[config.mk]
export PLATFORM = sky130hd
export DESIGN_NAME = dual_ramp_gen
export DESIGN_NICKNAME = d
export VERILOG_FILES = /design/src/rtl/ramp_pkg.sv /design/src/rtl/rg_sync_edge.sv /design/src/rtl/rg_sync_watch.sv /design/src/rtl/rg_ramp_core.sv /design/src/rtl/dual_ramp_gen.sv
export SDC_FILE = /design/constraint.sdc
export NUM_CORES = 1
export LEC_CHECK = 0
export BUFFER_PORTS_ARGS = -buffer_cell sky130_fd_sc_hd__buf_4
export CORE_UTILIZATION = 50
export CTS_CLUSTER_DIAMETER = 30
export DETAILED_ROUTE_END_ITERATION = 12
export GPL_ROUTABILITY_DRIVEN = 0
export PLACE_DENSITY = 0.77
export SLEW_MARGIN = 5
export SYNTH_ARGS = -nofsm -noshare
export SYNTH_HDL_FRONTEND = slang
export SYNTH_SLANG_ARGS = --single-unit
[constraint.sdc]
create_clock -name clk -period 10.7 [get_ports clk]
set_input_delay 2.675 -clock clk [delete_from_list [all_inputs] [get_ports clk]]
set_output_delay 2.675 -clock clk [all_outputs]
set_load 0.1 [all_outputs]
[src/rtl/ramp_pkg.sv]
package ramp_pkg;

    // where a ramp takes its period and restart events from
    typedef enum logic {
        SRC_OWN = 1'b0,
        SRC_REF = 1'b1
    } sync_src_e;

    // periods below two clocks are raised to two
    function automatic longint unsigned eff_period(longint unsigned p);
        return (p < 64'd2) ? 64'd2 : p;
    endfunction

    // restart value: phase fraction of a period, rounded down
    function automatic longint unsigned phase_start(longint unsigned ph,
                                                    longint unsigned per,
                                                    int              ph_w);
        return (ph * per) >> ph_w;
    endfunction

endpackage

[src/rtl/rg_sync_edge.sv]
module rg_sync_edge #(
    parameter int STAGES = 2
) (
    input  logic clk,
    input  logic rst,
    input  logic async_in,
    output logic rise
);
    // STAGES synchronizer flops plus one for edge detection
    logic [STAGES:0] sh_q;

    always_ff @(posedge clk) begin
        if (rst) begin
            sh_q <= '0;
        end else begin
            sh_q <= {sh_q[STAGES-1:0], async_in};
        end
    end

    assign rise = sh_q[STAGES-1] & ~sh_q[STAGES];
endmodule

[src/rtl/rg_sync_watch.sv]
module rg_sync_watch #(
    parameter int W = 16
) (
    input  logic         clk,
    input  logic         rst,
    input  logic         rise,
    input  logic [W-1:0] period,
    output logic         present
);
    localparam int GW = W + 1;

    logic [GW-1:0] gap_q;
    logic [GW-1:0] limit;
    logic          present_q;

    // one and a half periods without an edge means sync is gone
    assign limit = {1'b0, period} + {2'b00, period[W-1:1]};

    always_ff @(posedge clk) begin
        if (rst) begin
            gap_q     <= '0;
            present_q <= 1'b0;
        end else if (rise) begin
            gap_q     <= '0;
            present_q <= 1'b1;
        end else if (gap_q >= limit) begin
            present_q <= 1'b0;
        end else begin
            gap_q <= gap_q + GW'(1);
        end
    end

    assign present = present_q;
endmodule

[src/rtl/rg_ramp_core.sv]
module rg_ramp_core #(
    parameter int W = 16
) (
    input  logic         clk,
    input  logic         rst,
    input  logic [W-1:0] period,
    input  logic         load,
    input  logic [W-1:0] load_val,
    output logic [W-1:0] ramp,
    output logic         start,
    output logic         zero_next
);
    logic [W-1:0] cnt_q, cnt_d;
    logic         start_q;

    always_comb begin
        if (load) begin
            cnt_d = load_val;
        end else if (cnt_q >= period - W'(1)) begin
            cnt_d = '0;
        end else begin
            cnt_d = cnt_q + W'(1);
        end
    end

    assign zero_next = (cnt_d == '0);

    always_ff @(posedge clk) begin
        if (rst) begin
            cnt_q   <= '0;
            start_q <= 1'b0;
        end else begin
            cnt_q   <= cnt_d;
            start_q <= zero_next;
        end
    end

    assign ramp  = cnt_q;
    assign start = start_q;
endmodule

[src/rtl/dual_ramp_gen.sv]
module dual_ramp_gen
    import ramp_pkg::*;
#(
    parameter int RAMP_W      = 16,
    parameter int PHASE_W     = 8,
    parameter int SYNC_STAGES = 2
) (
    input  logic               clk,
    input  logic               rst,
    input  logic               ext_sync,
    input  logic               sync_sel0,
    input  logic               sync_sel1,
    input  logic [RAMP_W-1:0]  period0,
    input  logic [RAMP_W-1:0]  period1,
    input  logic [PHASE_W-1:0] phase0,
    input  logic [PHASE_W-1:0] phase1,
    output logic [RAMP_W-1:0]  ramp0,
    output logic [RAMP_W-1:0]  ramp1,
    output logic               start0,
    output logic               start1,
    output logic               sync_present
);
    localparam int NCH = 2;

    logic              ext_rise;
    logic [RAMP_W-1:0] eff0, eff1;
    sync_src_e         src1;

    logic [RAMP_W-1:0] per_eff  [NCH];
    logic [RAMP_W-1:0] start_val[NCH];
    logic [RAMP_W-1:0] ramp_q   [NCH];
    logic              load     [NCH];
    logic              strobe   [NCH];
    logic              zero_nxt [NCH];
    logic              unused_zero;

    rg_sync_edge #(.STAGES(SYNC_STAGES)) u_edge (
        .clk      (clk),
        .rst      (rst),
        .async_in (ext_sync),
        .rise     (ext_rise)
    );

    assign eff0 = RAMP_W'(eff_period(64'(period0)));
    assign eff1 = RAMP_W'(eff_period(64'(period1)));
    assign src1 = sync_sel1 ? SRC_REF : SRC_OWN;

    rg_sync_watch #(.W(RAMP_W)) u_watch (
        .clk     (clk),
        .rst     (rst),
        .rise    (ext_rise),
        .period  (eff0),
        .present (sync_present)
    );

    always_comb begin
        per_eff[0]   = eff0;
        per_eff[1]   = (src1 == SRC_REF) ? eff0 : eff1;
        start_val[0] = RAMP_W'(phase_start(64'(phase0), 64'(eff0), PHASE_W));
        start_val[1] = RAMP_W'(phase_start(64'(phase1), 64'(eff0), PHASE_W));
        load[0]      = sync_sel0 & ext_rise;
        load[1]      = (src1 == SRC_REF) & zero_nxt[0];
    end

    for (genvar ch = 0; ch < NCH; ch++) begin : g_ramp
        rg_ramp_core #(.W(RAMP_W)) u_core (
            .clk       (clk),
            .rst       (rst),
            .period    (per_eff[ch]),
            .load      (load[ch]),
            .load_val  (start_val[ch]),
            .ramp      (ramp_q[ch]),
            .start     (strobe[ch]),
            .zero_next (zero_nxt[ch])
        );
    end

    assign unused_zero = zero_nxt[1];

    assign ramp0  = ramp_q[0];
    assign ramp1  = ramp_q[1];
    assign start0 = strobe[0];
    assign start1 = strobe[1];
endmodule

After elaboration in Yosys (flattened, before gate mapping)
Cells that the tools add are included.
Cells by class
  add/subtract/negate cells: 6
  $mul: 2
  order comparisons: 5
  mux-type cells: 10
  bitwise gates (word level): 4
  reductions and logical operators: 4
Operators with widths (count)
  $mux 16: 7
  $mul 8x16->24: 2
  $add 16x1->16 const B: 2
  $ge 16x16->1: 2
  $logic_not 16->1: 2
  $lt 16x2->1 const B: 2
  $sub 16x1->16 const B: 2
  $add 16x15->17: 1
  $add 17x1->17 const B: 1
  $ge 17x17->1: 1
  $and 1x1->1: 3
  $mux 1: 3
  $reduce_bool 2->1: 1
  $reduce_or 2->1: 1
  $not 1->1: 1
Storage, ports and cells
  register bits after elaboration: 55
  input port bits: 53
  word-level logic and storage cells: 38

Longest topological paths before layout
  depth in word-level cells: 10
  mapped depth: 31

Cells and area by module
A second synthesis with hierarchy kept.
Second synthesis, totals
  cells, all modules: 1679
  area, all modules: 13720.7 µm²
By module, submodules not included
  dual_ramp_gen: instances 1, cells each 960, area an instance 8172.8 µm², seq. area each 0.0 µm²
  rg_ramp_core: instances 2, cells each 237, area an instance 1750.4 µm², seq. area each 340.3 µm²
  rg_sync_watch: instances 1, cells each 238, area an instance 1959.4 µm², seq. area each 360.3 µm²
  rg_sync_edge: instances 1, cells each 7, area an instance 87.6 µm², seq. area each 60.1 µm²

Worst setup path after synthesis
OpenSTA, ideal clock, no wires.
  path type: input-to-reg
  start: in period0[15]
  end: reg g_ramp[1].u_core.start_q
  data arrival time: 9.267 ns
  required time: 10.642 ns
  setup slack: 1.374 ns
  cell stages on the path: 28
  buffers on the path: 3
  path through: clkbuf_1 -> inv_1 -> ha_1 -> nor4b_1 -> nand4_1 -> nand2b_1 -> clkbuf_1 -> nand2_1 -> fa_1 -> fa_1 -> inv_1 -> fa_1 -> inv_1 -> fa_1 -> inv_1 -> ha_1 -> and2_1 -> a211oi_1 -> and3_1 -> a22o_1 -> mux2_4 -> a211o_1 -> a2111o_1 -> nor4_2 -> and4_4 -> buf_12 -> mux2i_1 -> o211a_1
On the way
  longest elaborated chain between the ends: 10
RTL lines
  start: declaration: RTL line dual_ramp_gen.sv:13  | input logic [RAMP_W-1:0] period0,
  $lt 16x2->1: RTL line ramp_pkg.sv:11  | return (p < 64'd2) ? 64'd2 : p;
  $mux 16 (*): RTL line ramp_pkg.sv:11
  $sub 16x1->16: RTL line rg_ramp_core.sv:19  | end else if (cnt_q >= period - W'(1)) begin
  $ge 16x16->1: RTL line rg_ramp_core.sv:19
  $mux 16: RTL line rg_ramp_core.sv:19
  $mux 16: RTL line rg_ramp_core.sv:17  | if (load) begin
  $logic_not 16->1: RTL line rg_ramp_core.sv:26  | assign zero_next = (cnt_d == '0);
  $and 1x1->1: RTL line dual_ramp_gen.sv:62  | load[1] = (src1 == SRC_REF) & zero_nxt[0];
  $mux 16 (*): RTL line rg_ramp_core.sv:17
  $logic_not 16->1 (*): RTL line rg_ramp_core.sv:26
  end signal: assignment: RTL line rg_ramp_core.sv:34  | start_q <= zero_next;
  end: declaration: RTL line rg_ramp_core.sv:14  | logic start_q;
Every way passes the cells marked *; elsewhere a longest branch is shown, timed or not.
A chain may end at the register's enable or synchronous reset.

Worst setup path in the final report
  start: in period0[14]
  end: reg g_ramp[1].u_core.start_q
Same word-level chain as after synthesis.

==> impl_metrics.env <==
export IMPL_final_min_clock_period_ns=9.47
export IMPL_yosysWarnings=0
export IMPL_placedInstanceArea_sq_mm=0.0144
export IMPL_die_h_microns=167
export IMPL_post_cts_buffers=0
export IMPL_max_cap_violations=0
export IMPL_synth_cell_types=74
export IMPL_syn_area_per_cell_sq_um=8.24
export IMPL_reg2reg_depth=11
export IMPL_fin_nets=2062
export IMPL_drc=0
export IMPL_dieArea_sq_mm=0.0280
export IMPL_crit_slowest_cell="fa_1"
export IMPL_num_vias=11900
export IMPL_met3_length_microns=2490
export IMPL_setup_viol=0
export IMPL_grt_use_total_pct=26.0
export IMPL_status="completed"
export IMPL_drive_gt1_share_pct=7.25
export IMPL_worstHoldStart="u_edge.sh_q[0]$_SDFF_PP0_"
export IMPL_max_slew_margin_pct=32.6
export IMPL_synth_area_leaders="fa_1 24%, ha_1 16%, dfxtp_1 8.0%"
export IMPL_synth_seq_area_share_pct=8.05
export IMPL_wl_met1_microns=15700
export IMPL_cts_tree="yes"
export IMPL_root_buffer="clkbuf_16"
export IMPL_synth_most_common_cell="inv_1"
export IMPL_grt_overflow=0
export IMPL_finalHoldViolCount=0
export IMPL_fin_skew_ns=0.0124
export IMPL_grt_pass1_wl_microns=59200
export IMPL_p_leak_uw=0.00728
export IMPL_regToRegSetupSlack_ns=6.34
export IMPL_crit_arrival_ns=9.72
export IMPL_io_buffers=87
export IMPL_path_class="input port to flip-flop"
export IMPL_clock_latency_ns=0.30
export IMPL_async_reset_ff_share_pct=0
export IMPL_crit_required_ns=10.95
export IMPL_min_path_type="flip-flop to flip-flop"
export IMPL_num_rows=60
export IMPL_yosysTopAreaCell="fa_1"
export IMPL_synth_nets=2054
export IMPL_dr_wl_met2_microns=16600
export IMPL_irDropWorstVdd_v=0.000124
export IMPL_dr_pass1_iters=5
export IMPL_min_path_cells=1
export IMPL_post_cts_resized=0
export IMPL_crit_path_start_kind="input port"
export IMPL_core_sq_mm=0.0269
export IMPL_syn_to_final_growth_pct=6.43
export IMPL_hold_end="u_edge.sh_q[1]$_SDFF_PP0_"
export IMPL_ant_nets=0
export IMPL_ys_ff_latch=55
export IMPL_htreeDepth=2
export IMPL_die_x_microns=167
export IMPL_period_share_pct=88.5
export IMPL_grt_max_degree=46
export IMPL_cellPowerDensity_mw_per_mm2=182
export IMPL_rr_startpoint="u_edge.sh_q[1]$_SDFF_PP0_"
export IMPL_maxUsedRoutingLayer="met4"
export IMPL_start_util_pct=50.9
export IMPL_crit_fanout=30
export IMPL_routed_wl_microns=35900
export IMPL_synthTopCellsByCount="229 x inv_1, 173 x ha_1, 169 x nand2_1"
export IMPL_cp_num_buf_inv=6
export IMPL_critPathTopFamily="adder cells"
export IMPL_cts_buffers=5
export IMPL_syn_area_sq_mm=0.0137
export IMPL_clockBufferDepth=2
export IMPL_dp_hpwl_microns=28500
export IMPL_finalWorstSetupSlack_ns=1.23
export IMPL_antenna_found_initial=0
export IMPL_setup_tns_ns=0
export IMPL_grt_pass1_vias=12000
export IMPL_post_place_ws_ns=0.953
export IMPL_maxSlewViolCount=0
export IMPL_drtIter0Drc=940
export IMPL_regToRegEndpoint="g_ramp[1].u_core.start$_SDFF_PP0_"
export IMPL_synth_ff_type="dfxtp_1"
export IMPL_viasPerCell=5.92
export IMPL_antenna_cells=0
export IMPL_hold_ws_ns=0.463
export IMPL_tightest_slew_ns=1.00
export IMPL_yosysTopAreaCellShare_pct=24.4
export IMPL_final_util_pct=54.2
export IMPL_grt_setup_unrepaired="false"
export IMPL_max_stage_delay_ns=0.54
export IMPL_ios=88
export IMPL_clkTransAtPathRegs_ns=0.08
export IMPL_fin_area_sq_mm=0.0146
export IMPL_cts_sinks=55
export IMPL_worstSetupEndpointType="flip-flop"
export IMPL_max_freq_ghz=0.106
export IMPL_post_drt_wl_per_cell_microns=17.9
export IMPL_ctsHoldBuffers=0
export IMPL_netlist_instances=1661
export IMPL_synth_edf_count=0
## routing by layer
| metal | GRT usage (%) | up-vias |
|---|---|---|
| li1 | - | 5485 |
| met5 | 0 | - |
| met3 | 2.46 | 74 |
| met4 | 9.45 | 0 |
| met2 | 43.0 | 425 |
| met1 | 35.3 | 5915 |
## placed cells by master, fill, tap and decap left out, types with 35 or more instances in the layout
cell type,count
xor2_1,46
xnor2_1,57
and3_1,50
and2_1,144
o21ai_0,35
dfxtp_1,55
nor2_1,55
inv_1,229
nand2_1,169
buf_4,92
a21oi_1,55
ha_1,173
fa_1,167
## state kept, by name, summed over array words and instances (netlist names)
signal               cells
g_ramp.u_core.ramp      32
g_ramp.u_core.start      2
u_edge.sh_q              3
u_watch.gap_q           17
u_watch.present          1
## report_power, final
group	total (uW)	switching, uW	internal (uW)
sequential	276	44.4	231
combinational	2200	1370	832
clock	172	85.0	87.3
## how the worst max path moves through the flow
stage                      startpoint                                 to  slack (ns)  cells past startpoint
after detailed placement  period0[14]  g_ramp[1].u_core.start$_SDFF_PP0_        0.95                     27
after global placement    period0[15]  g_ramp[1].u_core.start$_SDFF_PP0_        1.11                     27
after floorplan           period0[15]  g_ramp[1].u_core.start$_SDFF_PP0_        1.37                     28
after global routing      period0[14]  g_ramp[1].u_core.start$_SDFF_PP0_        0.84                     27
final                     period0[14]  g_ramp[1].u_core.start$_SDFF_PP0_        1.23                     27
after CTS                 period0[14]  g_ramp[1].u_core.start$_SDFF_PP0_        1.25                     27
## logic make-up after synthesis
group,count (synthesis),synth area share [%]
xor gates and xnor gates,103,6.59
muxes,21,1.57
adders and majority gates,340,40.3
buffers and inverters,320,9.06
and+or+nand+nor,585,22.7
DFF,55,8.05
AOI/OAI and AO/OA,237,11.8
## cell type report
class | count | area [sq um]
clock buffers | 5 | 125
clock inverters | 2 | 17.5
fillers | 2449 | 12300
inverters | 229 | 860
multi-input cells | 1286 | 11300
flip-flops and latches | 55 | 1100
well taps | 341 | 427
repair buffers | 92 | 691
## worst register-to-register path: stages (launching register included)
cell      delay (ns)
dfxtp_1         0.37
and3b_1         0.63
a211oi_1        0.14
nor4bb_1        0.17
a22oi_1         0.56
inv_1           0.38
a221o_1         0.42
a2111o_1        0.36
nor4_2          0.33
and4_4          0.50
mux2i_1         0.30
o211a_1         0.17
## stage by stage
step	cells	power (uW)
after global placement	2003	2400
final	2010	2650
after detailed placement	2003	2440
after global routing	2010	2900
after CTS	2010	2620
after floorplan	1661	1940
Note: power is estimated with default switching activity, not from simulation.
